[config.mk]
export PLATFORM = sky130hd
export DESIGN_NAME = wrs_top
export DESIGN_NICKNAME = d
export VERILOG_FILES = /design/src/rtl/wrs_pkg.sv /design/src/rtl/wrs_turn.sv /design/src/rtl/wrs_seq.sv /design/src/rtl/wrs_lane.sv /design/src/rtl/wrs_top.sv
export SDC_FILE = /design/constraint.sdc
export NUM_CORES = 1
export LEC_CHECK = 0
export BUFFER_PORTS_ARGS = -buffer_cell sky130_fd_sc_hd__buf_4
export CAP_MARGIN = 10
export CORE_AREA = 4 4 76 78
export CTS_CLUSTER_SIZE = 8
export DETAILED_ROUTE_END_ITERATION = 16
export DIE_AREA = 0 0 80 82
export GPL_ROUTABILITY_DRIVEN = 1
export PLACE_DENSITY_LB_ADDON = 0.1
export REMOVE_ABC_BUFFERS = 1
export SYNTH_ARGS = -nofsm -noshare
export SYNTH_HDL_FRONTEND = slang
export SYNTH_SLANG_ARGS = --single-unit
[constraint.sdc]
create_clock -name clk -period 3.7 [get_ports clk]
set_input_delay 0 -clock clk [delete_from_list [all_inputs] [get_ports clk]]
set_output_delay 0 -clock clk [all_outputs]
set_load 0.02 [all_outputs]
[src/rtl/wrs_pkg.sv]
package wrs_pkg;
  typedef enum logic [1:0] {
    ST_IDLE,
    ST_PRE,
    ST_W0,
    ST_W1
  } wrs_state_e;

  typedef enum logic [1:0] {
    LD_ZERO,
    LD_IN0,
    LD_P0,
    LD_P1
  } wrs_ld_e;
endpackage

[src/rtl/wrs_turn.sv]
module wrs_turn #(
  parameter int TURN_CYC = 4
) (
  input  logic clk,
  input  logic rst_n,
  input  logic bus_other,
  output logic bus_free
);
  localparam int CW = $clog2(TURN_CYC + 1);

  logic [CW-1:0] cnt;

  always_ff @(posedge clk or negedge rst_n) begin
    if (!rst_n)
      cnt <= '0;
    else if (bus_other)
      cnt <= CW'(TURN_CYC);
    else if (cnt != '0)
      cnt <= cnt - CW'(1);
  end

  assign bus_free = !bus_other && (cnt == '0);
endmodule

[src/rtl/wrs_seq.sv]
module wrs_seq
  import wrs_pkg::*;
(
  input  logic     clk,
  input  logic     rst_n,
  input  logic     s_valid,
  input  logic     bus_free,
  input  logic     bus_other,
  output logic     s_ready,
  output logic     cap,
  output wrs_ld_e  ld,
  output logic     drv_nxt,
  output logic     stb_lvl,
  output logic     stb_en
);
  wrs_state_e st, nst;
  logic       sub, nsub;
  logic       acc;

  assign s_ready = bus_free && ((st == ST_IDLE) || (st == ST_W1));
  assign acc     = s_valid && s_ready;

  always_comb begin
    nst  = st;
    nsub = sub;
    cap  = 1'b0;
    ld   = LD_ZERO;
    case (st)
      ST_IDLE: if (acc) begin
        nst  = ST_PRE;
        nsub = 1'b0;
        cap  = 1'b1;
      end
      ST_PRE: if (!sub) begin
        nsub = 1'b1;
      end else begin
        nst = ST_W0;
        ld  = LD_P0;
      end
      ST_W0: begin
        nst = ST_W1;
        ld  = LD_P1;
      end
      ST_W1: if (acc) begin
        nst = ST_W0;
        cap = 1'b1;
        ld  = LD_IN0;
      end else begin
        nst = ST_IDLE;
      end
      default: nst = ST_IDLE;
    endcase
  end

  assign drv_nxt = (nst == ST_W0) || (nst == ST_W1);
  assign stb_lvl = (st == ST_W0);
  assign stb_en  = (st != ST_IDLE);

  always_ff @(posedge clk or negedge rst_n) begin
    if (!rst_n) begin
      st  <= ST_IDLE;
      sub <= 1'b0;
    end else begin
      st  <= nst;
      sub <= nsub;
    end
  end

  AST_PRE_END: assert property (@(posedge clk) disable iff (!rst_n)
    (st == ST_PRE && sub) |=> (st == ST_W0));
  AST_PAIR_DONE: assert property (@(posedge clk) disable iff (!rst_n)
    (st == ST_W0) |=> (st == ST_W1));
  AST_TURN_HOLD: assert property (@(posedge clk) disable iff (!rst_n)
    bus_other |=> !s_ready);
endmodule

[src/rtl/wrs_lane.sv]
module wrs_lane
  import wrs_pkg::*;
#(
  parameter int LANE_W = 8
) (
  input  logic              clk,
  input  logic              rst_n,
  input  logic              cap,
  input  wrs_ld_e           ld,
  input  logic              drv_nxt,
  input  logic              stb_lvl,
  input  logic              stb_en,
  input  logic [LANE_W-1:0] in0,
  input  logic [LANE_W-1:0] in1,
  input  logic              m0,
  input  logic              m1,
  output logic [LANE_W-1:0] dq,
  output logic              dm,
  output logic              dq_oe,
  output logic              dqs,
  output logic              dqs_oe
);
  logic [LANE_W-1:0] p0, p1;
  logic              pm0, pm1;

  always_ff @(posedge clk or negedge rst_n) begin
    if (!rst_n) begin
      p0 <= '0; p1 <= '0; pm0 <= 1'b0; pm1 <= 1'b0;
      dq <= '0; dm <= 1'b0; dq_oe <= 1'b0;
    end else begin
      if (cap) begin
        p0 <= in0; p1 <= in1; pm0 <= m0; pm1 <= m1;
      end
      dq_oe <= drv_nxt;
      case (ld)
        LD_IN0:  begin dq <= in0; dm <= m0;  end
        LD_P0:   begin dq <= p0;  dm <= pm0; end
        LD_P1:   begin dq <= p1;  dm <= pm1; end
        default: begin dq <= '0;  dm <= 1'b0; end
      endcase
    end
  end

  // Strobe is retimed on the opposite edge for a quarter-memory-cycle offset.
  always_ff @(negedge clk or negedge rst_n) begin
    if (!rst_n) begin
      dqs    <= 1'b0;
      dqs_oe <= 1'b0;
    end else begin
      dqs    <= stb_lvl;
      dqs_oe <= stb_en;
    end
  end

  AST_OE_COVER: assert property (@(posedge clk) disable iff (!rst_n)
    dq_oe |-> dqs_oe);
  AST_STROBE_QUIET: assert property (@(posedge clk) disable iff (!rst_n)
    !dqs_oe |-> !dqs);
endmodule

[src/rtl/wrs_top.sv]
module wrs_top
  import wrs_pkg::*;
#(
  parameter int LANES    = 2,
  parameter int LANE_W   = 8,
  parameter int TURN_CYC = 4
) (
  input  logic                    clk,
  input  logic                    rst_n,
  input  logic                    s_valid,
  output logic                    s_ready,
  input  logic [LANES*LANE_W-1:0] s_word0,
  input  logic [LANES*LANE_W-1:0] s_word1,
  input  logic [LANES-1:0]        s_mask0,
  input  logic [LANES-1:0]        s_mask1,
  input  logic                    bus_other,
  output logic [LANES*LANE_W-1:0] dq,
  output logic [LANES-1:0]        dm,
  output logic [LANES-1:0]        dq_oe,
  output logic [LANES-1:0]        dqs,
  output logic [LANES-1:0]        dqs_oe
);
  logic    bus_free, cap, drv_nxt, stb_lvl, stb_en;
  wrs_ld_e ld;

  wrs_turn #(.TURN_CYC(TURN_CYC)) u_turn (
    .clk(clk), .rst_n(rst_n), .bus_other(bus_other), .bus_free(bus_free)
  );

  wrs_seq u_seq (
    .clk(clk), .rst_n(rst_n), .s_valid(s_valid), .bus_free(bus_free),
    .bus_other(bus_other), .s_ready(s_ready), .cap(cap), .ld(ld),
    .drv_nxt(drv_nxt), .stb_lvl(stb_lvl), .stb_en(stb_en)
  );

  for (genvar l = 0; l < LANES; l++) begin : g_lane
    wrs_lane #(.LANE_W(LANE_W)) u_lane (
      .clk(clk), .rst_n(rst_n), .cap(cap), .ld(ld), .drv_nxt(drv_nxt),
      .stb_lvl(stb_lvl), .stb_en(stb_en),
      .in0(s_word0[l*LANE_W +: LANE_W]), .in1(s_word1[l*LANE_W +: LANE_W]),
      .m0(s_mask0[l]), .m1(s_mask1[l]),
      .dq(dq[l*LANE_W +: LANE_W]), .dm(dm[l]), .dq_oe(dq_oe[l]),
      .dqs(dqs[l]), .dqs_oe(dqs_oe[l])
    );
  end
endmodule

==> impl_metrics.env, run 1 <==
export IMPL_vdd_ir_drop_max_v=0.0003641
export IMPL_p_int_mw=1.743
export IMPL_endpoint_type_of_the_worst_setup_path="flop"
export IMPL_cts_setup_buffers=0
export IMPL_worst_slew_margin_pct=45.05
export IMPL_yosys_area_share_xor_xnor_pct=0.3043
export IMPL_cts_num_sinks=63
export IMPL_critPathMaxFanout=6
export IMPL_cts_hold_buffers=38
export IMPL_dp_hpwl_um=3752
export IMPL_synth_area_um2=2878
export IMPL_share_clk_of_total_power_pct=20.6
export IMPL_insertion_delay_ns=0.33
export IMPL_power_static_leakage_nw=1.940
export IMPL_largest_family_of_logic_cells_by_synthesized_area="multiplexers"
export IMPL_placement_rows=26
export IMPL_cts_inserted_buffers=9
export IMPL_drt_vias_per_instance=5.108
export IMPL_netlist_instances=233
export IMPL_max_slew_worst_pin_slew_ns=0.8242
export IMPL_synth_area_per_cell_um2=12.35
export IMPL_powerDensity_nw_per_um2=659.1
export IMPL_clk_root_buffer_cell="clkbuf_8"
export IMPL_route_vias_total=2079
export IMPL_tritoncts="yes"
export IMPL_final_layout_size_suffix_gt1_share_pct=37.09
export IMPL_final_cell_mix="buf_4, dfrtp_1, dlygate4sd3_1, inv_1, nand3_1"
export IMPL_grt_pass1_wl_um=10090
export IMPL_port_buffers=64
export IMPL_wl_per_cell_um=14.51
export IMPL_power_combinational_fraction_pct=36.4
export IMPL_drt_wl_total_um=5907
export IMPL_fp_dieH_um=82
export IMPL_run_status="finished, final reports clean"
export IMPL_placed_cell_area_um2=3352
export IMPL_portion_of_total_power_attributed_to_sequential_cells_pct=43.1
export IMPL_design_area_um2=3909
export IMPL_synth_compound_area_share_pct=8.304
export IMPL_max_cap_violations=0
export IMPL_detailedRoute_firstPassIterationCount=5
export IMPL_netSwitchingFraction_pct=32.34
export IMPL_post_synth_mux_area_share_pct=16.91
export IMPL_first_global_vias=2175
export IMPL_finalSetupViolations=0
export IMPL_clock_skew_final_ns=0.01134
export IMPL_floorplan_die_area_um2=6560
export IMPL_worstHoldPathType="in2reg"
export IMPL_setup_worst_path_start_class="flop"
export IMPL_yosys_warnings=0
export IMPL_clk_path_buf_depth=2
export IMPL_detail_route_iter0_violations=124
export IMPL_area_fraction_in_and_or_nand_and_nor_cells_after_synthesis_pct=8.783
export IMPL_grt_overflow_total=0
export IMPL_design_core_area_um2=5075
export IMPL_start_util_pct=56.71
export IMPL_timing_critical_path_arrival_ns=1.35
export IMPL_cts_resized_gates=0
export IMPL_clkTransAtPathRegs_ns=0.07
export IMPL_drc=0
export IMPL_postSynthRegisterBits=63
export IMPL_ctsHtreeMaxLevel=3
export IMPL_rsz0062_at_grt="no"
export IMPL_finish_net_count=379
export IMPL_yosys_cell_types_count=34
export IMPL_gp_routability_congestion=0.7809
export IMPL_drtAntennaViolNets=0
export IMPL_initial_antenna_violation_count=0
export IMPL_hold_violations=0
export IMPL_post_synth_fa_ha_maj_area_fraction_pct=3.043
export IMPL_die_width_um=80
export IMPL_final_max_slew_viol_count=0
export IMPL_synth_yosys_seq_area_share_pct=54.78
export IMPL_worst_endpoint_required_ns=2.01
export IMPL_grt_util_all_layers_pct=20.12
export IMPL_synthToLayoutAreaGrowth_pct=35.83
export IMPL_antenna_cells=0
export IMPL_critical_path_class="reg2reg"
export IMPL_grt_start_max_net_pins=40
export IMPL_p_sw_uw=833.1
export IMPL_design_portCount=65
export IMPL_most_common_library_cell_in_the_layout_ignoring_fill_and_taps="buf_4"
export IMPL_fin_setup_tns_ns=0
sequential cells by signal (all words and copies together) (netlist names):
register              count
g_lane.u_lane.dq         16
g_lane.u_lane.p0         16
g_lane.u_lane.p1         16
g_lane.u_lane.dm          2
g_lane.u_lane.dqs         1
g_lane.u_lane.pm0         2
g_lane.u_lane.dqs_oe      1
g_lane.u_lane.pm1         2
g_lane.u_lane.dq_oe       1
u_seq.st                  2
u_seq.sub                 1
u_turn.cnt                3
kinds of logic after synthesis:
kind of cell	Yosys count
flops	63
simple gates	52
fa+ha+maj	7
buf+inv	44
xor+xnor	1
mux	37
compound gates	29
power by group through the flow:
stage | registers [mW] | clock network (mW) | logic [mW]
floorplan | 1.18 | 0 | 0.532
global placement | 1.11 | 0 | 0.893
detailed placement | 1.12 | 0 | 0.909
CTS | 1.11 | 0.537 | 0.949
global route | 1.15 | 0.573 | 1.03
finish | 1.11 | 0.529 | 0.937
final cells by class:
class / count / area (um^2)
multi-input combinational: 126 / 1075
timing repair buffer: 107 / 898.4
fill: 341 / 1166
inverter: 25 / 95.09
tap: 70 / 87.58
clock buffer: 13 / 158.9
sequential: 63 / 1577
clock inverter: 3 / 17.52
final timing paths:
path,from,end,slack (ns),depth (start not counted)
min in group asynchronous,rst_n,g_lane[1].u_lane.dq_oe,0.11,2
max reg2reg,u_seq.st[0],g_lane[1].u_lane.dqs_oe,0.66,3
max,u_seq.st[0],g_lane[1].u_lane.dqs_oe,0.66,3
max in group asynchronous,rst_n,g_lane[1].u_lane.dqs,1.57,2
min,s_valid,u_seq.st[0],0.01,3
min reg2reg,u_turn.cnt[2],u_turn.cnt[2],0.50,1
through the flow:
| stage | util (%) | hold WS (ns) | std cells | power [mW] | setup slack, ns |
|---|---|---|---|---|---|
| 2_1_floorplan | - | -0.2956 | 214 | 1.713 | 0.8006 |
| 3_3_place_gp | 66.05 | -0.07692 | 353 | 2.005 | 0.7316 |
| 3_5_place_dp | 66.05 | -0.07657 | 353 | 2.029 | 0.6884 |
| 4_1_cts | 77.02 | 0.009768 | 407 | 2.595 | 0.6665 |
| 5_1_grt | 77.02 | 0.04031 | 407 | 2.747 | 0.5649 |
| 6_report | 77.02 | 0.01071 | 407 | 2.576 | 0.6581 |
cells in the mapped netlist:
cell,count,area [um^2]
a211oi_1,1,7.510
a21boi_0,1,7.510
a21o_1,1,7.510
a21oi_1,2,10.01
a22o_1,1,8.760
a41o_1,1,10.01
and3_1,1,6.260
buf_2,6,30.03
buf_4,8,60.06
buf_6,3,33.78
clkbuf_1,2,7.510
clkinv_2,1,5.000
dfrtn_1,2,50.05
dfrtp_1,61,1526
ha_1,7,87.58
inv_1,24,90.09
mux2_2,17,191.4
mux2_4,19,285.3
mux2i_1,1,10.01
nand2_1,19,71.32
nand2_2,1,6.260
nand2b_1,2,12.51
nand3_1,20,100.1
nand3b_1,1,7.510
nor2_1,5,18.77
nor2_2,1,6.260
nor3_2,1,10.01
o21ai_0,1,5.000
o21ai_2,1,8.760
o221ai_1,18,157.7
o22a_1,1,8.760
o31ai_1,1,7.510
or4b_4,1,13.76
xnor2_1,1,8.760
layer usage:
metal | vias to the layer above | part of all wire [%] | wire length, um | GRT usage (%)
met3 | 8 | 5.5 | 322 | 5.373
met2 | 69 | 48 | 2828 | 32.12
li1 | 997 | - | - | -
met1 | 1005 | 45 | 2669 | 26.51
met5 | - | 0 | 0 | 0
met4 | 0 | 1.5 | 87 | 7.432
worst max-delay path, stage by stage, from the launching register on:
cell	delay, ns
dfrtp_1	0.44
inv_1	0.20
ha_1	0.30
inv_1	0.09
Power figures use the tool's default switching activity.
==> run 2: changes to the inputs <==
CORE_AREA = 4 4 79 81   (was 4 4 76 78)
DIE_AREA = 0 0 83 85   (was 0 0 80 82)
clock period = 3.1 ns   (was 3.7 ns; I/O delays follow)
==> run 2 against run 1 <==
Register-to-register slack lost 0.28 ns. Global-route usage shrank 0.88 points. Setup slack lost 0.28 ns. Utilization down 4.5 points. Worst hold slack gained 0.0041 ns. Critical endpoint unchanged.
==> impl_metrics.env, run 2 (synthesis results as in run 1) <==
export IMPL_port_buffers=64
export IMPL_cts_inserted_buffers=9
export IMPL_drt_wl_total_um=6230
export IMPL_gp_routability_congestion=0.7579
export IMPL_fillers=402
export IMPL_critPathMostFrequentCell="inv_1"
export IMPL_start_util_pct=52.58
export IMPL_clk_root_buffer_cell="clkbuf_8"
export IMPL_rsz0062_at_grt="no"
export IMPL_wl_per_cell_um=15.23
export IMPL_finish_net_count=379
export IMPL_finalSetupViolations=0
export IMPL_critical_path_depth=3
export IMPL_drtAntennaViolNets=0
export IMPL_initial_antenna_violation_count=0
export IMPL_worstHoldPathType="in2reg"
export IMPL_hold_violations=0
export IMPL_route_vias_total=2100
export IMPL_sequential_area_um2=1577
export IMPL_layout_top_registers="g_lane.u_lane.dq x16, g_lane.u_lane.p0 x16, g_lane.u_lane.p1 x16"
export IMPL_dp_hpwl_um=3832
export IMPL_synthToLayoutAreaGrowth_pct=37.91
export IMPL_final_layout_size_suffix_gt1_share_pct=37.39
export IMPL_cts_num_sinks=63
export IMPL_final_cell_mix="buf_4, dfrtp_1, dlygate4sd3_1, inv_1, nand3_1"
export IMPL_antenna_cells=0
export IMPL_grt_util_all_layers_pct=19.24
export IMPL_fin_setup_tns_ns=0
export IMPL_grt_overflow_total=0
export IMPL_endpoint_type_of_the_worst_setup_path="flop"
export IMPL_run_status="finished, final reports clean"
export IMPL_max_slew_worst_pin_slew_ns=0.8856
export IMPL_most_common_library_cell_in_the_layout_ignoring_fill_and_taps="buf_4"
export IMPL_floorplan_die_area_um2=7055
export IMPL_worst_slack_ns=0.3742
export IMPL_timing_critical_path_from="u_seq.st[0]"
export IMPL_cp_slowest_stage_delay_ns=0.43
export IMPL_worstSetupEndpoint="g_lane[1].u_lane.dqs_oe"
export IMPL_die_width_um=83
export IMPL_setup_reg_to_reg_worst_slack_ns=0.37
export IMPL_detailedRoute_firstPassIterationCount=4
export IMPL_r2r_start="u_seq.st[0]"
export IMPL_drc=0
export IMPL_layout_cells_non_filler=409
export IMPL_insertion_delay_ns=0.34
export IMPL_cp_slowest_cell="dfrtp_1"
export IMPL_detail_route_iter0_violations=145
export IMPL_capture_point_of_the_worst_reg_to_reg_path="g_lane[1].u_lane.dqs_oe"
export IMPL_power_static_leakage_nw=1.969
export IMPL_worst_endpoint_required_ns=1.72
export IMPL_first_global_vias=2161
export IMPL_multi_input_area_um2=1075
export IMPL_cp_top_family="flip-flops"
export IMPL_placed_cell_area_um2=3379
export IMPL_vdd_ir_drop_max_v=0.0004207
export IMPL_setup_worst_path_start_class="flop"
export IMPL_critPathMaxFanout=6
export IMPL_critical_path_class="reg2reg"
export IMPL_clk_path_buf_depth=2
export IMPL_hold_worst_slack_ns=0.01476
export IMPL_fp_dieH_um=85
export IMPL_design_core_area_um2=5473
export IMPL_post_place_cells=355
export IMPL_design_area_um2=3969
export IMPL_tritoncts="yes"
export IMPL_ctsHtreeMaxLevel=3
export IMPL_final_max_slew_viol_count=0
export IMPL_critical_path_buf_inv_count=2
export IMPL_placement_rows=27
export IMPL_clkTransAtPathRegs_ns=0.06
export IMPL_post_place_ws_ns=0.4041
export IMPL_timing_critical_path_arrival_ns=1.34
export IMPL_design_portCount=65
export IMPL_powerDensity_nw_per_um2=805.0
export IMPL_reg2regPathDepth=3
export IMPL_grt_start_max_net_pins=51
export IMPL_worst_slew_margin_pct=40.95
export IMPL_clock_skew_final_ns=0.01332
export IMPL_drt_vias_per_instance=5.134
export IMPL_max_cap_violations=0
export IMPL_crit_path_cell_trace="inv_1 > ha_1 > inv_1"
export IMPL_grt_pass1_wl_um=10830
==> run 2: changes by cell type in the layout (fill, tap and decap cells not counted), sizes merged <==
cell,delta
clkinvlp,-1
bufinv,+1
==> run 2: routing by layer <==
layer	GRT usage (%)	vias to the layer above	share of wire [%]
li1	-	995	-
met1	23.53	1045	42
met4	5.646	0	1.2
met5	0	-	0
met3	6.699	12	4.7
met2	32.36	48	52
==> run 2: final cells by class <==
type	instances	area share [%]
Clock buffer	13	4.256
Clock inverter	3	1.009
Inverter	25	2.396
Multi-Input combinational cell	126	27.08
Sequential cell	63	39.72
Tap cell	72	2.270
Timing Repair Buffer	107	23.27
==> run 2: worst min-delay path by stage <==
stage / from / to / slack (ns) / depth (start not counted)
4_1_cts: s_valid / u_seq.st[0] / 0.006 / 3
2_1_floorplan: rst_n / g_lane[0].u_lane.dm / -0.30 / 0
3_3_place_gp: rst_n / u_seq.st[0] / -0.14 / 1
6_report: s_valid / u_seq.st[0] / 0.01 / 3
5_1_grt: s_valid / u_seq.st[0] / 0.04 / 3
3_5_place_dp: rst_n / g_lane[1].u_lane.p0[5] / -0.13 / 1
==> run 2: where the power goes <==
group          switching [mW]  internal [mW]  total (mW)
Sequential              0.174           1.15        1.32
Combinational           0.526          0.603        1.13
Clock                   0.307          0.435       0.742
Total                    1.01           2.19        3.20
==> run 2: worst register-to-register path, cell delays in order, from the launching register on <==
cell and delay [ns]:
dfrtp_1 0.43, inv_1 0.20, ha_1 0.30, inv_1 0.08
==> run 2: stage by stage <==
step,utilization [%],power (mW)
finish,72.52,3.195
global route,72.52,3.398
CTS,72.52,3.224
detailed placement,61.75,2.431
global placement,61.75,2.405
floorplan,-,2.045
==> run 2: timing repair <==
item                                   in CTS  in global routing
buffers inserted                            0                  0
gates resized for setup                     0                  0
endpoints found under the hold margin     118                  0
hold buffers                               38                  0
==> run 3: changes to the inputs <==
CELL_PAD_IN_SITES_DETAIL_PLACEMENT = 0   (was unset)
CELL_PAD_IN_SITES_GLOBAL_PLACEMENT = 1   (was unset)
CORE_AREA = 4 4 88 90   (was 4 4 79 81)
DIE_AREA = 0 0 92 94   (was 0 0 83 85)
==> run 3 against run 2 <==
Via count decreased by 0.57%. Count of clock-buffer cells in the layout decreased by 3. Worst hold slack improved by 0.10 ns. Register-to-register slack hardly changed. Clock skew is 0.0023 ns lower. Die area up 23%. Flip-flop and latch count unchanged. Clock power decreased by 2%. Critical path depth is the same.
==> impl_metrics.env, run 3 (synthesis results as in run 1) <==
export IMPL_final_cell_mix="buf_4, dfrtp_1, dlygate4sd3_1, inv_1, nand3_1"
export IMPL_design_core_area_um2=7059
export IMPL_critical_path_class="reg2reg"
export IMPL_endpoint_type_of_the_worst_setup_path="flop"
export IMPL_powerDensity_nw_per_um2=792.8
export IMPL_dp_hpwl_um=3910
export IMPL_antenna_cells=0
export IMPL_die_width_um=92
export IMPL_final_layout_size_suffix_gt1_share_pct=37.94
export IMPL_ctsHtreeMaxLevel=3
export IMPL_finish_net_count=382
export IMPL_reg2regPathDepth=3
export IMPL_clk_root_buffer_cell="clkbuf_8"
export IMPL_port_buffers=64
export IMPL_critPathMostFrequentCell="inv_1"
export IMPL_design_portCount=65
export IMPL_max_cap_violations=0
export IMPL_worst_slew_margin_pct=41.93
export IMPL_grt_util_all_layers_pct=15.40
export IMPL_max_slew_worst_pin_slew_ns=0.8710
export IMPL_layout_top_registers="g_lane.u_lane.dq x16, g_lane.u_lane.p0 x16, g_lane.u_lane.p1 x16"
export IMPL_synthToLayoutAreaGrowth_pct=39.00
export IMPL_setup_worst_path_start_class="flop"
export IMPL_fin_total_pwr_mw=3.171
export IMPL_rsz0062_at_grt="no"
export IMPL_layout_core_utilization_pct=56.66
export IMPL_drt_vias_per_instance=4.756
export IMPL_drt_wl_total_um=6151
export IMPL_fin_setup_tns_ns=0
export IMPL_grt_overflow_total=0
export IMPL_clk_path_buf_depth=2
export IMPL_power_static_leakage_nw=1.955
export IMPL_cp_slowest_stage_delay_ns=0.44
export IMPL_worstHoldPathType="in2async"
export IMPL_start_util_pct=40.77
export IMPL_crit_path_cell_trace="inv_1 > ha_1 > inv_1"
export IMPL_placement_rows=31
export IMPL_critPathMaxFanout=6
export IMPL_cp_slowest_cell="dfrtp_1"
export IMPL_detail_route_iter0_violations=92
export IMPL_clkTransAtPathRegs_ns=0.07
export IMPL_clock_skew_final_ns=0.01097
export IMPL_floorplan_die_area_um2=8648
export IMPL_final_max_slew_viol_count=0
export IMPL_wl_per_cell_um=14.01
export IMPL_first_global_vias=2171
export IMPL_grt_start_max_net_pins=39
export IMPL_tritoncts="yes"
export IMPL_run_status="finished, final reports clean"
export IMPL_cts_num_sinks=63
export IMPL_insertion_delay_ns=0.33
export IMPL_detailedRoute_firstPassIterationCount=4
export IMPL_grt_pass1_wl_um=10360
export IMPL_worst_endpoint_required_ns=1.72
export IMPL_route_vias_total=2088
export IMPL_vdd_ir_drop_max_v=0.0003212
export IMPL_cts_inserted_buffers=9
export IMPL_drc=0
export IMPL_drtAntennaViolNets=0
export IMPL_finalSetupViolations=0
export IMPL_initial_antenna_violation_count=0
export IMPL_placed_cell_area_um2=3403
export IMPL_fp_dieH_um=94
export IMPL_cts_resized_gates=0
export IMPL_hold_violations=0
export IMPL_timing_critical_path_arrival_ns=1.35
export IMPL_most_common_library_cell_in_the_layout_ignoring_fill_and_taps="buf_4"
export IMPL_design_area_um2=4000
export IMPL_gp_routability_congestion=0.8025
==> run 3: metal layers <==
metal	up-vias	part of all wire (%)	track usage [%]
met5	-	0	0
met4	0	1.7	7.054
met3	11	5.7	3.606
met2	51	47	25.30
met1	1022	46	19.28
li1	1004	-	-
==> run 3: path summary, 6_finish.rpt <==
check,from,end,slack [ns]
max,u_seq.st[0],g_lane[1].u_lane.dqs_oe,0.37
min,rst_n,u_seq.st[0],0.12
max reg2reg,u_seq.st[0],g_lane[1].u_lane.dqs_oe,0.37
min reg2reg,u_turn.cnt[2],u_turn.cnt[2],0.50
max in group asynchronous,rst_n,g_lane[1].u_lane.dqs,1.26
min in group clk,bus_other,u_turn.cnt[1],0.39
==> run 3: timing repair <==
| action | CTS | global route |
|---|---|---|
| buffers inserted | 0 | 0 |
| endpoints found under the hold margin | 81 | 0 |
| hold buffers | 39 | 0 |
==> run 3: through the flow <==
| step | worst slack (ns) | hold slack [ns] | cells |
|---|---|---|---|
| after detailed placement | 0.3796 | -0.06838 | 384 |
| final | 0.3656 | 0.1153 | 439 |
| after floorplan | 0.5006 | -0.2956 | 214 |
| after global routing | 0.2515 | 0.1550 | 439 |
| after global placement | 0.4171 | -0.06510 | 384 |
| after CTS | 0.3638 | 0.1300 | 439 |
==> run 3: worst max-delay path: cells and delay by family, from the launching register on <==
| family | cells | cell delay, ns |
|---|---|---|
| flip-flops | 1 | 0.44 |
| adder cells (fa/ha/maj) | 1 | 0.31 |
| buffers and inverters | 2 | 0.27 |
==> run 3: layout make-up <==
type / count / area, um^2
Sequential cell: 63 / 1577
Clock buffer: 10 / 137.6
Tap cell: 99 / 123.9
Clock inverter: 6 / 68.82
Inverter: 25 / 95.09
Multi-Input combinational cell: 126 / 1075
Timing Repair Buffer: 110 / 923.4
Fill cell: 650 / 3059
==> run 3: power by group <==
group / switching, mW / total [mW] / internal, mW
registers: 0.169 / 1.32 / 1.15
clock network: 0.334 / 0.729 / 0.395
logic: 0.521 / 1.12 / 0.602
total: 1.02 / 3.17 / 2.15
